==> config.mk <==
export PLATFORM = sky130hd
export DESIGN_NAME = irq_prio_enc
export DESIGN_NICKNAME = d
export VERILOG_FILES = /design/src/rtl/irq_prio_pkg.sv /design/src/rtl/irq_grp_enc.sv /design/src/rtl/irq_grp_chain.sv /design/src/rtl/irq_prio_enc.sv
export SDC_FILE = /design/constraint.sdc
export NUM_CORES = 1
export LEC_CHECK = 0
export ABC_AREA = 1
export CAP_MARGIN = 30
export CORE_AREA = 2 2 39 41
export CTS_BUF_LIST = sky130_fd_sc_hd__clkbuf_8
export DETAILED_ROUTE_END_ITERATION = 16
export DIE_AREA = 0 0 41 43
export DONT_BUFFER_PORTS = 1
export PLACE_DENSITY_LB_ADDON = 0.2
export SLEW_MARGIN = 25
export SYNTH_ARGS = -nofsm -noshare
export SYNTH_HDL_FRONTEND = slang
export SYNTH_HIERARCHICAL = 1
export SYNTH_SLANG_ARGS = --single-unit
==> constraint.sdc <==
create_clock -name clk -period 3.4 [get_ports clk]
set_input_delay 0.68 -clock clk [delete_from_list [all_inputs] [get_ports clk]]
set_output_delay 0.68 -clock clk [all_outputs]
set_load 0.01 [all_outputs]
==> src/rtl/irq_prio_pkg.sv <==
package irq_prio_pkg;

    localparam int BANK_W    = 8;
    localparam int NUM_BANKS = 3;
    localparam int ID_W      = 5;
    localparam int IDX_W     = $clog2(BANK_W);

    // Rank r of a group lives at bits [r*IDX_W +: IDX_W]; rank 0 is highest.
    typedef logic [BANK_W*IDX_W-1:0] order_t;

    localparam order_t ORDER_HI  = {3'd4, 3'd1, 3'd0, 3'd6, 3'd7, 3'd5, 3'd3, 3'd2};
    localparam order_t ORDER_DMA = {3'd4, 3'd7, 3'd6, 3'd5, 3'd3, 3'd2, 3'd1, 3'd0};
    localparam order_t ORDER_LO  = {3'd4, 3'd1, 3'd0, 3'd2, 3'd6, 3'd3, 3'd5, 3'd7};

    localparam int BASE_HI  = 8;
    localparam int BASE_DMA = 16;
    localparam int BASE_LO  = 0;

    // Search rank of the groups: lower index wins.
    typedef enum logic [1:0] {
        GRP_HI  = 2'd0,
        GRP_DMA = 2'd1,
        GRP_LO  = 2'd2
    } grp_e;

    typedef struct packed {
        logic            hit;  // group had any request: search stops here
        logic [ID_W-1:0] id;   // encoded number (may be zero)
    } grp_res_t;

    function automatic order_t order_of(input int g);
        case (g)
            int'(GRP_HI):  return ORDER_HI;
            int'(GRP_DMA): return ORDER_DMA;
            default:       return ORDER_LO;
        endcase
    endfunction

    function automatic int base_of(input int g);
        case (g)
            int'(GRP_HI):  return BASE_HI;
            int'(GRP_DMA): return BASE_DMA;
            default:       return BASE_LO;
        endcase
    endfunction

    function automatic logic [IDX_W-1:0] bit_at_rank(input order_t o, input int r);
        return o[r*IDX_W +: IDX_W];
    endfunction

endpackage

==> src/rtl/irq_grp_enc.sv <==
module irq_grp_enc
    import irq_prio_pkg::*;
#(
    parameter order_t ORDER = ORDER_HI,
    parameter int     BASE  = BASE_HI
) (
    input  logic [BANK_W-1:0] req,
    output grp_res_t          res
);

    localparam logic [ID_W-1:0] BASE_ID = ID_W'(BASE);

    // Walk from the lowest rank upward so the highest-ranked set bit is written last.
    always_comb begin
        res = '0;
        for (int r = BANK_W - 1; r >= 0; r--) begin
            if (req[bit_at_rank(ORDER, r)]) begin
                res.hit = 1'b1;
                res.id  = BASE_ID + ID_W'(bit_at_rank(ORDER, r));
            end
        end
    end

endmodule

==> src/rtl/irq_grp_chain.sv <==
module irq_grp_chain
    import irq_prio_pkg::*;
(
    input  grp_res_t [NUM_BANKS-1:0] res,
    output logic     [ID_W-1:0]      id
);

    // The first group (lowest index) that saw any request decides, even with id zero.
    always_comb begin
        id = '0;
        for (int g = NUM_BANKS - 1; g >= 0; g--) begin
            if (res[g].hit) begin
                id = res[g].id;
            end
        end
    end

endmodule

==> src/rtl/irq_prio_enc.sv <==
module irq_prio_enc
    import irq_prio_pkg::*;
(
    input  logic              clk,
    input  logic              rst,
    input  logic [BANK_W-1:0] req_hi,
    input  logic [BANK_W-1:0] req_dma,
    input  logic [BANK_W-1:0] req_lo,
    output logic [ID_W-1:0]   irq_num,
    output logic              irq_valid
);

    logic     [NUM_BANKS-1:0][BANK_W-1:0] grp_req;
    grp_res_t [NUM_BANKS-1:0]             grp_res;
    logic     [ID_W-1:0]                  next_id;

    always_comb begin
        grp_req[GRP_HI]  = req_hi;
        grp_req[GRP_DMA] = req_dma;
        grp_req[GRP_LO]  = req_lo;
    end

    for (genvar g = 0; g < NUM_BANKS; g++) begin : g_grp
        irq_grp_enc #(
            .ORDER (order_of(g)),
            .BASE  (base_of(g))
        ) enc_i (
            .req (grp_req[g]),
            .res (grp_res[g])
        );
    end

    irq_grp_chain chain_i (
        .res (grp_res),
        .id  (next_id)
    );

    always_ff @(posedge clk) begin
        if (rst) begin
            irq_num   <= '0;
            irq_valid <= 1'b0;
        end else begin
            irq_num   <= next_id;
            irq_valid <= |next_id;
        end
    end

endmodule

-- Word level (Yosys, flattened, before mapping)
Index checks and enable logic that the tools add are counted.
- $add $sub $neg: 0
- muxes and demuxes: 27
- bitwise operators: 0
- shifts and indexed selects: 0
- reduce and logical (&&, ||, !) cells: 1
- divide/modulo/power cells: 0
- order comparisons: 0
- equality and inequality tests: 0
- $mul: 0
- operators with widths (kind ; count):
    $mux 6 ; 24
    $mux 5 ; 3
    $reduce_or 5->1 ; 1
- word-level logic and storage cells: 30
- memory bits (read-only): 0
- flip-flop bits (word level): 6
- bits in writable memories: 0
- latch bits: 0
- memories kept: 0

-- Longest topological paths before layout
Gate-level depths: netlist (run 1).
- depth in word-level cells: 12
- mapped depth: 14

-- Modules after synthesis
Netlist (run 1), hierarchy kept.
- by module, submodules not included (module ; times used ; cells an instance ; area each (µm²)):
    irq_prio_enc ; 1 ; 22 ; 181.4
    irq_grp_chain ; 1 ; 37 ; 146.4
    irq_grp_enc (g_grp[1].enc_i) ; 1 ; 24 ; 128.9
    irq_grp_enc (g_grp[0].enc_i) ; 1 ; 24 ; 111.4
    irq_grp_enc (g_grp[2].enc_i) ; 1 ; 20 ; 102.6

-- Worst setup path before layout (run 1)
OpenSTA, ideal clock, no wires.
- path type: input to register
- start point: input req_hi[2]
- end point: register irq_valid
- cell stages on the path: 12
- library setup time: 109 ps
- required time: 3291 ps
- arrival: 1749 ps
- slack: 1542 ps
- buffers on the path: 1
- cells stage by stage: or2_4 nor2_2 nand2_1 buf_4 inv_2 nand2_1 nor2_1 nor2_1 nor2_1 nand3_1 nand2_1 inv_1
- RTL lines (what ; RTL line ; source):
    start, declared ; irq_prio_enc.sv:6 ; input logic [BANK_W-1:0] req_hi,
    end signal, assigned ; irq_prio_enc.sv:44 ; irq_valid <= |next_id;
    end, declared ; irq_prio_enc.sv:10 ; output logic irq_valid

==> impl_metrics.json, run 1 <==
{
  "post_cts_buffers": 0,
  "dieArea_sq_um": 1760,
  "cts_max_level": 1,
  "max_freq_ghz": 0.593,
  "chipWidth_um": 41,
  "critical_path_class": "primary input to register",
  "clk_path_buf_depth": 2,
  "finalHoldViolCount": 0,
  "antenna_found_initial": 0,
  "hold_class": "primary input to register",
  "antenna_cells": 0,
  "wire_per_inst_um": 7.20,
  "synth_common_cells": "nor2_1 (39), nand2_1 (28), inv_1 (19)",
  "ys.flop_type": "dfxtp_1",
  "p_per_area_nw_per_um2": 311,
  "core_area_sq_um": 1380,
  "cts_hold_buf": 0,
  "slowest_stage": "nand2_1",
  "synth_top_area_share_pct": 21.8,
  "first_global_vias": 450,
  "irDropWorstVdd_v": 0.000165,
  "grt_pass1_wl_mm": 1.50,
  "die_h_um": 43,
  "initial_core_util_pct": 48.5,
  "synth-edff-count": 0,
  "yosysMostFrequentCell": "nor2_1",
  "grtUsageTotal_pct": 11.7,
  "globalRouteOverflowTotal": 0,
  "p_leak_nw": 0.395,
  "fin_ws_ps": 1710,
  "ant_nets": 0,
  "cp_slowest_stage_delay_ps": 220,
  "synthTopCellsByArea": "nor2_1 (22%), dfxtp_1 (18%), nand2_1 (16%)",
  "hold_path_depth": 1,
  "vias": 606,
  "clock-sinks": 6,
  "period_share_pct": 49.6,
  "route.met2.wl_um": 508,
  "netlist_area_sq_um": 671,
  "critPathLaunchType": "primary input",
  "drv_slew": 0,
  "maxCapViolCount": 0,
  "area_growth_syn_to_layout_pct": 1.31,
  "ys_seq_area_share_pct": 17.9,
  "setup_tns_ps": 0,
  "path_common_cell": "nand2_1",
  "maxUsedRoutingLayer": "met3",
  "status": "complete, no violations",
  "grt_max_degree": 12,
  "yosysTopAreaCell": "nor2_1",
  "crit_path_max_fanout": 11,
  "yosysWarnings": 6,
  "wl_met3_um": 58,
  "cts-buffers-inserted": 3,
  "period_needed_ps": 1690,
  "rsz0062_at_grt": "no",
  "cts_tree": "done",
  "cp_cell_sequence": "nor2_2, nor3b_2, nand2_1, nand2_1, nand2_1, nor2_1, nor2_1, nor2_1, nand3_1, nand2_1, inv_1",
  "synth-seq-cells": 6,
  "firstDrtPassIters": 3,
  "cts.repair.resized": 0,
  "ys_async_sr_fraction_pct": 0,
  "m1WireLength_um": 440,
  "cp.arrival_ps": 1800,
  "cts_root_buf": "clkbuf_8",
  "crit_required_ps": 3510,
  "path_clk_slew_ps": 30,
  "drc": 0,
  "holdPathEnd": "irq_num[3]",
  "vias_per_cell": 4.33,
  "gp_congestion": 0.750,
  "synth_cells": 127,
  "ios": 32,
  "hpwl_um": 925,
  "layout-drive-gt1-share_pct": 12.9,
  "finalSetupViolations": 0,
  "drt_iter0_drc": 6,
  "drt-total-wl_mm": 1.01,
  "io_buffers": 0,
  "syn_area_per_cell_sq_um": 5.28,
  "ys_types": 21,
  "endpoint_kind": "register",
  "holdCritStartpoint": "rst",
  "row_count": 14,
  "fin_nets": 152,
  "dp_slack_ps": 1480
}
==> power by group <==
group | internal (W) | switching (W)
registers | 0.0000750 | 0.00000324
clock network | 0.0000755 | 0.0000249
logic | 0.0000146 | 0.0000181
==> cells by family (layout without fill, tap and decap cells) <==
kind of cell	after synthesis	after routing	synth area share (%)
AO/OA/AOI/OAI	4	4	3.36
buffers and inverters	30	26	21.5
AND/OR/NAND/NOR	84	84	55.6
other	3	4	1.68
flip-flops	6	6	17.9
==> worst max-delay path by stage <==
stage,start,to,slack (ps)
CTS,req_dma[7],irq_valid,1710
detailed placement,req_dma[7],irq_valid,1480
global placement,req_dma[7],irq_valid,1520
finish,req_dma[7],irq_valid,1710
floorplan,req_hi[2],irq_valid,1540
global route,req_dma[7],irq_valid,1560
==> cell type report <==
cell class,instances,area [sq um]
multi-input combinational,92,410
inverter,23,87.6
sequential,6,120
clock buffer,3,41.3
fill,160,704
tap,16,20.0
==> layer usage <==
layer  vias up  global-route usage, %
li1        354                      -
met1       235                   13.7
met2        17                   20.3
met3         0                   3.14
met4         0                   2.00
met5         -                      0
==> worst max-delay path, delay by kind of cell <==
family | cells | cell delay, ps
simple gates | 10 | 1080
buf+inv | 1 | 30
==> stage by stage <==
stage | area (sq um) | utilization (%) | power, W | cells | hold slack [ps]
floorplan | 674 | - | 0.000112 | 128 | 751
global placement | 638 | 46.1 | 0.000112 | 137 | 754
detailed placement | 638 | 46.1 | 0.000113 | 137 | 756
CTS | 679 | 49.1 | 0.000214 | 140 | 531
global route | 679 | 49.1 | 0.000226 | 140 | 529
finish | 679 | 49.1 | 0.000211 | 140 | 533
==> layout by cell type, fill, tap and decap left out <==
cell and count:
nand3_1 5, nand2_1 28, nor2_4 1, a21oi_1 3, dfxtp_1 6, nand3b_1 1, nor2_1 39, nand2_2 1
inv_1 19, conb_1 4, clkinv_2 1, nor3_1 2, o21bai_1 1, nor2_2 3, nor3b_2 1, or2_4 1
nor3_2 1, clkbuf_8 3, nand2_4 1, inv_2 3
==> state kept, by name, summed over array words and instances (netlist names) <==
register   flops
irq_num        5
irq_valid      1
(Power assumes the default switching activity.)
==> inputs of run 2 (changes only) <==
clock period = 1.74 ns   (was 3.4 ns; I/O delays follow)
==> impl_metrics.json, run 2 (same netlist as run 1, synthesis figures left out) <==
{
  "status": "complete, no violations",
  "ant_nets": 0,
  "antenna_cells": 0,
  "critPathTopFamily": "simple AND/OR/NAND/NOR gates",
  "p_per_area_nw_per_um2": 607,
  "fin_ws_ps": 385,
  "crit_required_ps": 1850,
  "drc": 0,
  "drv_slew": 0,
  "holdWs_ps": 201,
  "final_cell_mix": "nor2_1 (39), nand2_1 (28), inv_1 (19)",
  "core_area_sq_um": 1380,
  "wl_met3_um": 61,
  "maxUsedRoutingLayer": "met3",
  "layout-drive-gt1-share_pct": 12.9,
  "fin_total_pwr_w": 0.000412,
  "setup_tns_ps": 0,
  "drt_iter0_drc": 6,
  "fin_nets": 152,
  "wire_per_inst_um": 7.17,
  "gp_congestion": 0.750,
  "path_clk_slew_ps": 30,
  "clk_path_buf_depth": 2,
  "irDropWorstVdd_v": 0.000322,
  "cts-buffers-inserted": 3,
  "cts.repair.resized": 0,
  "cts_hold_buf": 0,
  "slowest_stage": "nand2_1",
  "cp.arrival_ps": 1470,
  "io_buffers": 0,
  "cts_tree": "done",
  "globalRouteOverflowTotal": 0,
  "ios": 32,
  "critPathLaunchType": "primary input",
  "cts_max_level": 1,
  "initial_core_util_pct": 48.5,
  "period_needed_ps": 1350,
  "vias_per_cell": 4.34,
  "reg.largest.list": "irq_num x5, irq_valid x1",
  "endpoint_kind": "register",
  "crit_start": "req_dma[7]",
  "cts_root_buf": "clkbuf_8",
  "grt_max_degree": 12,
  "m1WireLength_um": 444,
  "fin_cells": 140,
  "cp.buffers_inverters": 1,
  "period_share_pct": 77.9,
  "critical_path_class": "primary input to register",
  "first_global_vias": 469,
  "die_h_um": 43,
  "hpwl_um": 912,
  "dieArea_sq_um": 1760,
  "mostFrequentLayoutCell": "nor2_1",
  "row_count": 14,
  "finalSetupViolations": 0,
  "post_cts_buffers": 0,
  "grt_pass1_wl_mm": 1.57,
  "dp_slack_ps": 153,
  "rsz0062_at_grt": "no",
  "cp_cell_sequence": "nor2_2, nor3b_2, nand2_1, nand2_1, nand2_1, nor2_1, nor2_1, nor2_1, nand3_1, nand2_1, inv_1",
  "antenna_found_initial": 0,
  "path_common_cell": "nand2_1",
  "top_register": "irq_num",
  "clock-sinks": 6,
  "vias": 607,
  "cp_slowest_stage_delay_ps": 230,
  "grtUsageTotal_pct": 12.1,
  "max_freq_ghz": 0.738,
  "largest_register_ffs": 5,
  "p_leak_nw": 0.395,
  "finalHoldViolCount": 0,
  "firstDrtPassIters": 4,
  "area_growth_syn_to_layout_pct": 1.31,
  "hold_class": "primary input to register",
  "route.met2.wl_um": 498,
  "chipWidth_um": 41,
  "crit_path_max_fanout": 11,
  "dp.cells": 137,
  "holdCritStartpoint": "rst",
  "maxCapViolCount": 0,
  "drt-total-wl_mm": 1.00
}
run 2: cell counts in the layout (fill, tap and decap cells not counted):
No cell type changed its count.
run 2: metrics by stage:
| stage | utilization, % | instance area [sq um] |
|---|---|---|
| after floorplan | - | 674 |
| after global placement | 46.1 | 638 |
| after detailed placement | 46.1 | 638 |
| after CTS | 49.1 | 679 |
| after global routing | 49.1 | 679 |
| final | 49.1 | 679 |
run 2: area by class of cell:
cell class | instances | area, sq um
fill | 165 | 704
multi-input combinational | 92 | 410
sequential | 6 | 120
tap | 16 | 20.0
inverter | 23 | 87.6
clock buffer | 3 | 41.3
run 2: metal layers:
layer / vias to the layer above / track usage (%)
met2: 17 / 21.3
met4: 0 / 2.00
met5: - / 0
met1: 235 / 14.1
li1: 355 / -
met3: 0 / 3.14
run 2: power breakdown:
group | total [W] | switching, W | internal, W
logic | 0.0000637 | 0.0000352 | 0.0000285
registers | 0.000153 | 0.00000634 | 0.000147
clock network | 0.000196 | 0.0000480 | 0.000148
total | 0.000412 | 0.0000895 | 0.000323
run 2: path summary, 6_finish.rpt:
check / end / slack (ps) / cells past startpoint
setup / recovery: irq_valid / 390 / 11
hold / removal: irq_num[4] / 200 / 1
